File: config.mk
export PLATFORM = sky130hd
export DESIGN_NAME = pcmq_core
export DESIGN_NICKNAME = d
export VERILOG_FILES = /design/src/rtl/pcmq_pkg.sv /design/src/rtl/pcmq_fifo.sv /design/src/rtl/pcmq_irq.sv /design/src/rtl/pcmq_core.sv
export SDC_FILE = /design/constraint.sdc
export NUM_CORES = 1
export LEC_CHECK = 0
export BUFFER_PORTS_ARGS = -buffer_cell sky130_fd_sc_hd__buf_2
export CAP_MARGIN = 20
export CORE_MARGIN = 2
export CORE_UTILIZATION = 60
export CTS_CLUSTER_DIAMETER = 50
export DETAILED_ROUTE_END_ITERATION = 8
export HOLD_SLACK_MARGIN = 0.08
export PLACE_DENSITY_LB_ADDON = 0.3
export SYNTH_ARGS = -nofsm -noshare
export SYNTH_HDL_FRONTEND = slang
export SYNTH_HIERARCHICAL = 1
export SYNTH_SLANG_ARGS = --single-unit
File: constraint.sdc
create_clock -name clk -period 6.6 [get_ports clk]
set_input_delay 0.33 -clock clk [delete_from_list [all_inputs] [get_ports clk]]
set_output_delay 0.33 -clock clk [all_outputs]
set_load 0.1 [all_outputs]
File: src/rtl/pcmq_pkg.sv
package pcmq_pkg;
    localparam int DW          = 16;
    localparam int CW          = 6;
    localparam int VALID_BIT   = 16;
    localparam int PEND_BIT    = 13;
    localparam int GIE_BIT     = 14;
    localparam int TX_THR_LSB  = 13;
    localparam int RX_THR_LSB  = 7;
    localparam int NSRC        = 12;
    localparam logic [CW-1:0] TX_START_THR = CW'(32);

    typedef enum logic [2:0] {
        A_CTRL  = 3'd0,
        A_CMD   = 3'd1,
        A_TXQ   = 3'd2,
        A_RXQ   = 3'd3,
        A_FSTAT = 3'd4,
        A_IEN   = 3'd5,
        A_ISTAT = 3'd6,
        A_ICLR  = 3'd7
    } addr_e;

    typedef struct packed {
        logic          port_en;
        logic          tx_fen;
        logic          rx_fen;
        logic          tx_den;
        logic          rx_den;
        logic [CW-1:0] tx_thr;
        logic [CW-1:0] rx_thr;
    } ctl_t;
endpackage

File: src/rtl/pcmq_fifo.sv
module pcmq_fifo #(
    parameter int DW    = 16,
    parameter int DEPTH = 32,
    parameter int CW    = 6
) (
    input  logic          clk,
    input  logic          rst_n,
    input  logic          en,
    input  logic          push,
    input  logic [DW-1:0] push_data,
    input  logic          pop,
    input  logic [CW-1:0] thr,
    output logic [DW-1:0] head,
    output logic [CW-1:0] cnt,
    output logic          empty,
    output logic          aempty,
    output logic          full,
    output logic          afull,
    output logic          ovf_evt,
    output logic          starve_evt
);
    localparam int AW = (DEPTH > 1) ? $clog2(DEPTH) : 1;

    typedef struct packed {
        logic [AW-1:0] wp;
        logic [AW-1:0] rp;
        logic [CW-1:0] cnt;
    } st_t;

    st_t s_d, s_q;
    logic [DW-1:0] mem_q [DEPTH];
    logic do_push, do_pop;

    function automatic logic [AW-1:0] ptr_inc(input logic [AW-1:0] p);
        return (p == AW'(DEPTH - 1)) ? '0 : p + AW'(1);
    endfunction

    assign empty      = (s_q.cnt == '0);
    assign full       = (s_q.cnt == CW'(DEPTH));
    assign aempty     = (s_q.cnt <= thr);
    assign afull      = ({1'b0, s_q.cnt} + {1'b0, thr}) >= (CW+1)'(DEPTH);
    assign do_push    = en && push && !full;
    assign do_pop     = en && pop && !empty;
    assign ovf_evt    = en && push && full;
    assign starve_evt = en && pop && empty;
    assign head       = mem_q[s_q.rp];
    assign cnt        = s_q.cnt;

    always_comb begin
        s_d = s_q;
        if (!en) begin
            s_d = '0;
        end else begin
            if (do_push) s_d.wp = ptr_inc(s_q.wp);
            if (do_pop)  s_d.rp = ptr_inc(s_q.rp);
            s_d.cnt = s_q.cnt + CW'(do_push) - CW'(do_pop);
        end
    end

    always_ff @(posedge clk or negedge rst_n) begin
        if (!rst_n) s_q <= '0;
        else        s_q <= s_d;
    end

    always_ff @(posedge clk) begin
        if (do_push) mem_q[s_q.wp] <= push_data;
    end
endmodule

File: src/rtl/pcmq_irq.sv
module pcmq_irq #(
    parameter int NSRC = 12
) (
    input  logic            clk,
    input  logic            rst_n,
    input  logic [3:0]      tx_lvl,
    input  logic [3:0]      rx_lvl,
    input  logic            tx_ovf_evt,
    input  logic            tx_starve_evt,
    input  logic            rx_ovf_evt,
    input  logic            rx_starve_evt,
    input  logic            clr_we,
    input  logic [NSRC-1:0] clr_mask,
    input  logic [NSRC-1:0] ien,
    input  logic            gie,
    output logic [NSRC-1:0] status,
    output logic            pending
);
    typedef struct packed {
        logic tx_starve;
        logic tx_ovf;
        logic rx_starve;
        logic rx_ovf;
    } err_t;

    err_t e_d, e_q;
    logic [NSRC-1:0] clr;

    assign clr = clr_we ? clr_mask : '0;

    always_comb begin
        e_d.tx_starve = tx_starve_evt || (e_q.tx_starve && !clr[7]);
        e_d.tx_ovf    = tx_ovf_evt    || (e_q.tx_ovf    && !clr[6]);
        e_d.rx_starve = rx_starve_evt || (e_q.rx_starve && !clr[1]);
        e_d.rx_ovf    = rx_ovf_evt    || (e_q.rx_ovf    && !clr[0]);
    end

    always_ff @(posedge clk or negedge rst_n) begin
        if (!rst_n) e_q <= '0;
        else        e_q <= e_d;
    end

    assign status  = {tx_lvl, e_q.tx_starve, e_q.tx_ovf, rx_lvl, e_q.rx_starve, e_q.rx_ovf};
    assign pending = gie && |(status & ien);
endmodule

File: src/rtl/pcmq_core.sv
module pcmq_core
    import pcmq_pkg::*;
#(
    parameter int DEPTH = 32
) (
    input  logic        clk,
    input  logic        rst_n,
    input  logic        bus_wr,
    input  logic        bus_rd,
    input  logic [2:0]  bus_addr,
    input  logic [31:0] bus_wdata,
    output logic [31:0] bus_rdata,
    input  logic        tx_pop,
    output logic [15:0] tx_sample,
    output logic        tx_sample_vld,
    input  logic        rx_push,
    input  logic [15:0] rx_sample,
    output logic        port_active,
    output logic        tx_dma_req,
    output logic        rx_dma_req,
    output logic        irq
);
    typedef struct packed {
        ctl_t            ctl;
        logic [NSRC-1:0] ien;
        logic            gie;
    } regs_t;

    regs_t regs_d, regs_q;

    logic [DW-1:0] tx_head, rx_head;
    logic [CW-1:0] tx_cnt, rx_cnt;
    logic [3:0]    tx_lvl, rx_lvl;
    logic tx_empty, tx_aempty, tx_full, tx_afull, tx_ovf_evt, tx_starve_evt;
    logic rx_empty, rx_aempty, rx_full, rx_afull, rx_ovf_evt, rx_starve_evt;
    logic [NSRC-1:0] irq_status;
    logic pending;
    logic wr_ctrl, wr_cmd, wr_txq, wr_ien, wr_iclr, rd_rxq;

    assign wr_ctrl = bus_wr && (bus_addr == A_CTRL);
    assign wr_cmd  = bus_wr && (bus_addr == A_CMD);
    assign wr_txq  = bus_wr && (bus_addr == A_TXQ) && bus_wdata[VALID_BIT];
    assign wr_ien  = bus_wr && (bus_addr == A_IEN);
    assign wr_iclr = bus_wr && (bus_addr == A_ICLR);
    assign rd_rxq  = bus_rd && (bus_addr == A_RXQ);

    pcmq_fifo #(.DW(DW), .DEPTH(DEPTH), .CW(CW)) tx_fifo_i (
        .clk(clk), .rst_n(rst_n), .en(regs_q.ctl.tx_fen),
        .push(wr_txq), .push_data(bus_wdata[DW-1:0]), .pop(tx_pop),
        .thr(regs_q.ctl.tx_thr), .head(tx_head), .cnt(tx_cnt),
        .empty(tx_empty), .aempty(tx_aempty), .full(tx_full), .afull(tx_afull),
        .ovf_evt(tx_ovf_evt), .starve_evt(tx_starve_evt)
    );

    pcmq_fifo #(.DW(DW), .DEPTH(DEPTH), .CW(CW)) rx_fifo_i (
        .clk(clk), .rst_n(rst_n), .en(regs_q.ctl.rx_fen),
        .push(rx_push), .push_data(rx_sample), .pop(rd_rxq),
        .thr(regs_q.ctl.rx_thr), .head(rx_head), .cnt(rx_cnt),
        .empty(rx_empty), .aempty(rx_aempty), .full(rx_full), .afull(rx_afull),
        .ovf_evt(rx_ovf_evt), .starve_evt(rx_starve_evt)
    );

    assign tx_lvl = {tx_empty, tx_aempty, tx_full, tx_afull};
    assign rx_lvl = {rx_empty, rx_aempty, rx_full, rx_afull};

    pcmq_irq #(.NSRC(NSRC)) irq_i (
        .clk(clk), .rst_n(rst_n), .tx_lvl(tx_lvl), .rx_lvl(rx_lvl),
        .tx_ovf_evt(tx_ovf_evt), .tx_starve_evt(tx_starve_evt),
        .rx_ovf_evt(rx_ovf_evt), .rx_starve_evt(rx_starve_evt),
        .clr_we(wr_iclr), .clr_mask(bus_wdata[NSRC-1:0]),
        .ien(regs_q.ien), .gie(regs_q.gie),
        .status(irq_status), .pending(pending)
    );

    // Register next-state: control word, direction commands, interrupt enables
    always_comb begin
        regs_d = regs_q;
        if (wr_ctrl) begin
            regs_d.ctl.port_en = bus_wdata[0];
            regs_d.ctl.rx_fen  = bus_wdata[1];
            regs_d.ctl.tx_fen  = bus_wdata[2];
            regs_d.ctl.rx_den  = bus_wdata[5];
            regs_d.ctl.tx_den  = bus_wdata[6];
            regs_d.ctl.rx_thr  = bus_wdata[RX_THR_LSB +: CW];
            regs_d.ctl.tx_thr  = bus_wdata[TX_THR_LSB +: CW];
        end
        if (wr_cmd) begin
            if (bus_wdata[1]) begin
                regs_d.ctl.tx_fen = 1'b0;
                regs_d.ctl.tx_den = 1'b0;
            end
            if (bus_wdata[3]) begin
                regs_d.ctl.rx_fen = 1'b0;
                regs_d.ctl.rx_den = 1'b0;
            end
            if ((bus_wdata[1] || bus_wdata[3]) && !regs_d.ctl.tx_fen && !regs_d.ctl.rx_fen)
                regs_d.ctl.port_en = 1'b0;
            if (bus_wdata[0]) begin
                regs_d.ctl.tx_fen  = 1'b1;
                regs_d.ctl.tx_den  = 1'b1;
                regs_d.ctl.port_en = 1'b1;
                regs_d.ctl.tx_thr  = TX_START_THR;
            end
            if (bus_wdata[2]) begin
                regs_d.ctl.rx_fen  = 1'b1;
                regs_d.ctl.rx_den  = 1'b1;
                regs_d.ctl.port_en = 1'b1;
            end
        end
        if (wr_ien) begin
            regs_d.ien = bus_wdata[NSRC-1:0];
            regs_d.gie = bus_wdata[GIE_BIT];
        end
    end

    always_ff @(posedge clk or negedge rst_n) begin
        if (!rst_n) regs_q <= '0;
        else        regs_q <= regs_d;
    end

    // Read mux
    always_comb begin
        bus_rdata = '0;
        unique case (bus_addr)
            A_CTRL: begin
                bus_rdata[0] = regs_q.ctl.port_en;
                bus_rdata[1] = regs_q.ctl.rx_fen;
                bus_rdata[2] = regs_q.ctl.tx_fen;
                bus_rdata[5] = regs_q.ctl.rx_den;
                bus_rdata[6] = regs_q.ctl.tx_den;
                bus_rdata[RX_THR_LSB +: CW] = regs_q.ctl.rx_thr;
                bus_rdata[TX_THR_LSB +: CW] = regs_q.ctl.tx_thr;
            end
            A_RXQ: begin
                bus_rdata[DW-1:0]  = rx_head;
                bus_rdata[VALID_BIT] = !rx_empty;
            end
            A_FSTAT: begin
                bus_rdata[19:14] = tx_cnt;
                bus_rdata[13:10] = tx_lvl;
                bus_rdata[9:4]   = rx_cnt;
                bus_rdata[3:0]   = rx_lvl;
            end
            A_IEN: begin
                bus_rdata[NSRC-1:0] = regs_q.ien;
                bus_rdata[GIE_BIT]  = regs_q.gie;
            end
            A_ISTAT: begin
                bus_rdata[NSRC-1:0] = irq_status;
                bus_rdata[PEND_BIT] = pending;
            end
            default: bus_rdata = '0;
        endcase
    end

    assign tx_sample     = tx_head;
    assign tx_sample_vld = !tx_empty;
    assign port_active   = regs_q.ctl.port_en;
    assign tx_dma_req    = regs_q.ctl.tx_fen && regs_q.ctl.tx_den && (tx_cnt <= regs_q.ctl.tx_thr);
    assign rx_dma_req    = regs_q.ctl.rx_fen && regs_q.ctl.rx_den && (rx_cnt >= regs_q.ctl.rx_thr);
    assign irq           = pending;
endmodule

==> flow_summary.yaml <==
run_status:
  status: "finished, final reports clean"
clock_tree:
  cts_tree: "yes"
  post-cts-setup-buffers: 0
  clk_root_buffer_cell: "clkbuf_16"
  cts_buffer_depth: 3
  clkTransAtPathRegs_ps: 60
  clock_latency_ps: 680
  cts.repair.resized: 0
  cts.sinks: 1090
  cts_buffers: 110
  h-tree-depth: 3
logic_synthesis:
  ys_ff_latch: 1090
  synth_warnings: 6
  synth_edf_count: 1024
  ys_types: 71
  synthArstFlopShare: 0.0606
  synth_area_per_cell_um2: 17.3
  synthCells: 2605
  synth.cell_area_um2: 45100
  synth_flop_cell: "edfxtp_1"
  synth-seq-area-share: 0.718
power_and_ir_drop:
  p_sw_frac: 0.260
  p_total_uw: 16400
  p_leak_uw: 0.0162
  p_int_uw: 12100
  p_comb_frac: 0.127
  power.density_nw_per_um2: 326
  pwr-share-seq: 0.481
  power_frac_clock: 0.392
  p_sw_uw: 4260
  peakVddDrop_v: 0.000247
hold_path:
  hold_depth: 4
  min_path_type: "input port to flop"
sta:
  period_needed_ps: 4830
  fin_worst_skew_ps: 29.8
  setup_tns_ps: 0
  fin_crit_sh: 0.731
  fmax_ghz: 0.207
  setup_viol: 0
  max-slew-margin-rel: 0.237
  hold_viol: 0
  worst_pin_slew_ps: 1140
  rsz0062_at_grt: "false"
  drv_slew: 0
  holdWs_ps: 154
final_layout:
  fin_area_um2: 50300
  layout_common_cells: "1,024 x edfxtp_1, 274 x mux2i_1, 132 x a22oi_1"
  fin_nets: 2857
  syn_to_final_growth_pct: 11.4
  final_util: 0.675
  final_common_cell: "edfxtp_1"
  layout-drive-gt1-share: 0.184
die:
  die_h_um: 278
  die_area_um2: 77400
  start_util: 0.606
  ios: 110
  core.rowCount: 100
  die_x_um: 278
  coreArea_um2: 74400
global_routing:
  grt_overflow: 0
  grt_max_degree: 137
  grt_util_all_layers: 0.264
  grt_pass1_wl_mm: 152
  antenna_found_initial: 1
  grt_pass1_vias: 24434
placed_design:
  gp_congestion: 0.924
  port_buffers: 84
  dpl-instance-area_um2: 46300
  place_hpwl_mm: 59.1
setup_path:
  critical_path_class: "flop to primary output"
  cp_max_fo: 136
  crit_path_start_kind: "flop"
  crit_path_end_kind: "primary output"
  rrSetupSlack_ps: 2980
  cp_data_arrival_time_ps: 4500
  ff2ff_path_depth: 16
  crit_required_ps: 6270
detailed_routing:
  dr.pass1.iters: 6
  wire_per_inst_um: 26.9
  drt_iter0_drc: 2680
  drtAntennaViolNets: 0
  routed_wirelength_mm: 102
  route.detailed.drc: 0
  via_per_inst: 6.38
  num_vias: 24181
flow_run:
  maxCapViolCount: 0
-- worst max-delay path, stage by stage, from the launching register on --
cell	delay, ps
dfrtp_4	830
buf_12	660
mux2i_1	290
a22oi_1	120
a31oi_1	570
nand3_1	360
a22oi_1	250
o22ai_1	130
buf_2	330
-- registers in the layout, indices dropped and copies added, names as in the netlist --
register	count
irq_i/status	4
port_active	1
regs_q	29
rx_fifo_i/cnt	6
rx_fifo_i/mem_q	512
rx_fifo_i/s_q	10
tx_fifo_i/cnt	6
tx_fifo_i/mem_q	512
tx_fifo_i/s_q	10
-- repair_timing --
item                                   4_1_cts  5_1_grt
hold buffers                                 6        0
setup endpoints to repair                    0        0
endpoints found under the hold margin       71        0
-- cell usage after synthesis (6+ instances only) --
library cell | count | share of area
clkbuf_1 | 45 | 0.0037
mux4_2 | 128 | 0.064
a21o_1 | 10 | 0.0017
dfrtp_1 | 66 | 0.037
o22ai_1 | 37 | 0.0051
o21ai_1 | 9 | 0.0010
nor3_1 | 9 | 0.0010
a22oi_1 | 132 | 0.022
nor2b_1 | 44 | 0.0061
nand3b_1 | 12 | 0.0020
nand3_1 | 83 | 0.0092
nand2_1 | 54 | 0.0045
mux2i_1 | 274 | 0.061
and2_1 | 9 | 0.0012
nand2b_1 | 8 | 0.0011
inv_1 | 93 | 0.0077
a221oi_1 | 14 | 0.0027
clkinv_1 | 32 | 0.0027
ha_1 | 68 | 0.019
nor2_1 | 113 | 0.0094
buf_4 | 45 | 0.0075
buf_2 | 43 | 0.0048
a21oi_1 | 51 | 0.0057
a31oi_1 | 35 | 0.0049
or3b_2 | 6 | 0.0012
edfxtp_1 | 1024 | 0.68
o21ai_0 | 16 | 0.0018
buf_6 | 23 | 0.0057
and3_1 | 10 | 0.0014
mux2_2 | 24 | 0.0060
-- worst paths after layout --
path | start | to
max | rx_fifo_i/s_q[6]$_DFFE_PN0P_ | bus_rdata[4]
min | bus_wr | port_active$_DFF_PN0_
max reg2reg | rx_fifo_i/cnt[2]$_DFF_PN0_ | rx_fifo_i/cnt[4]$_DFF_PN0_
min reg2reg | irq_i/status[6]$_DFF_PN0_ | irq_i/status[6]$_DFF_PN0_
max in group asynchronous | rst_n | rx_fifo_i/s_q[6]$_DFFE_PN0P_
min in group asynchronous | rst_n | regs_q[23]$_DFF_PN0_
-- logic make-up (layout without fill, tap and decap cells) --
family          Yosys count  after routing  share of synthesized area
simple gates            379            379                     0.0431
xor+xnor                  6              6                    0.00117
fa+ha+maj                72             72                     0.0206
mux                     427            427                      0.131
other cells               1             14                  0.0000831
buf+inv                 291            492                     0.0339
flops                  1090           1090                      0.718
compound gates          339            339                     0.0517
-- power by group through the flow --
| stage | logic, uW | registers [uW] | clock network (uW) |
|---|---|---|---|
| 2_1_floorplan | 1600 | 7930 | 0 |
| 3_3_place_gp | 1960 | 8010 | 0 |
| 3_5_place_dp | 2040 | 8010 | 0 |
| 4_1_cts | 2060 | 7870 | 6490 |
| 5_1_grt | 2200 | 7890 | 6770 |
| 6_report | 2070 | 7880 | 6420 |
-- metal layers --
| layer | up-vias | share of wire | global-route usage |
|---|---|---|---|
| met2 | 1027 | 0.50 | 0.442 |
| met5 | - | 0.00013 | 0 |
| met3 | 191 | 0.069 | 0.0403 |
| met1 | 12491 | 0.40 | 0.359 |
| met4 | 2 | 0.035 | 0.0916 |
| li1 | 10470 | - | - |
-- layout make-up --
type / count / area (um2)
Inverter: 127 / 477
Timing Repair Buffer: 164 / 1110
Fill cell: 4739 / 24200
Tap cell: 969 / 1210
Sequential cell: 1090 / 32400
Clock inverter: 71 / 943
Multi-Input combinational cell: 1235 / 11300
Antenna cell: 2 / 5.00
Clock buffer: 130 / 2830
-- through the flow --
stage	instances	worst slack, ps
after CTS	3783	1800
after global placement	3575	2630
final	3788	1770
after global routing	3786	1610
after detailed placement	3576	2560
after floorplan	2616	1210
Power figures use the tool's default switching activity.
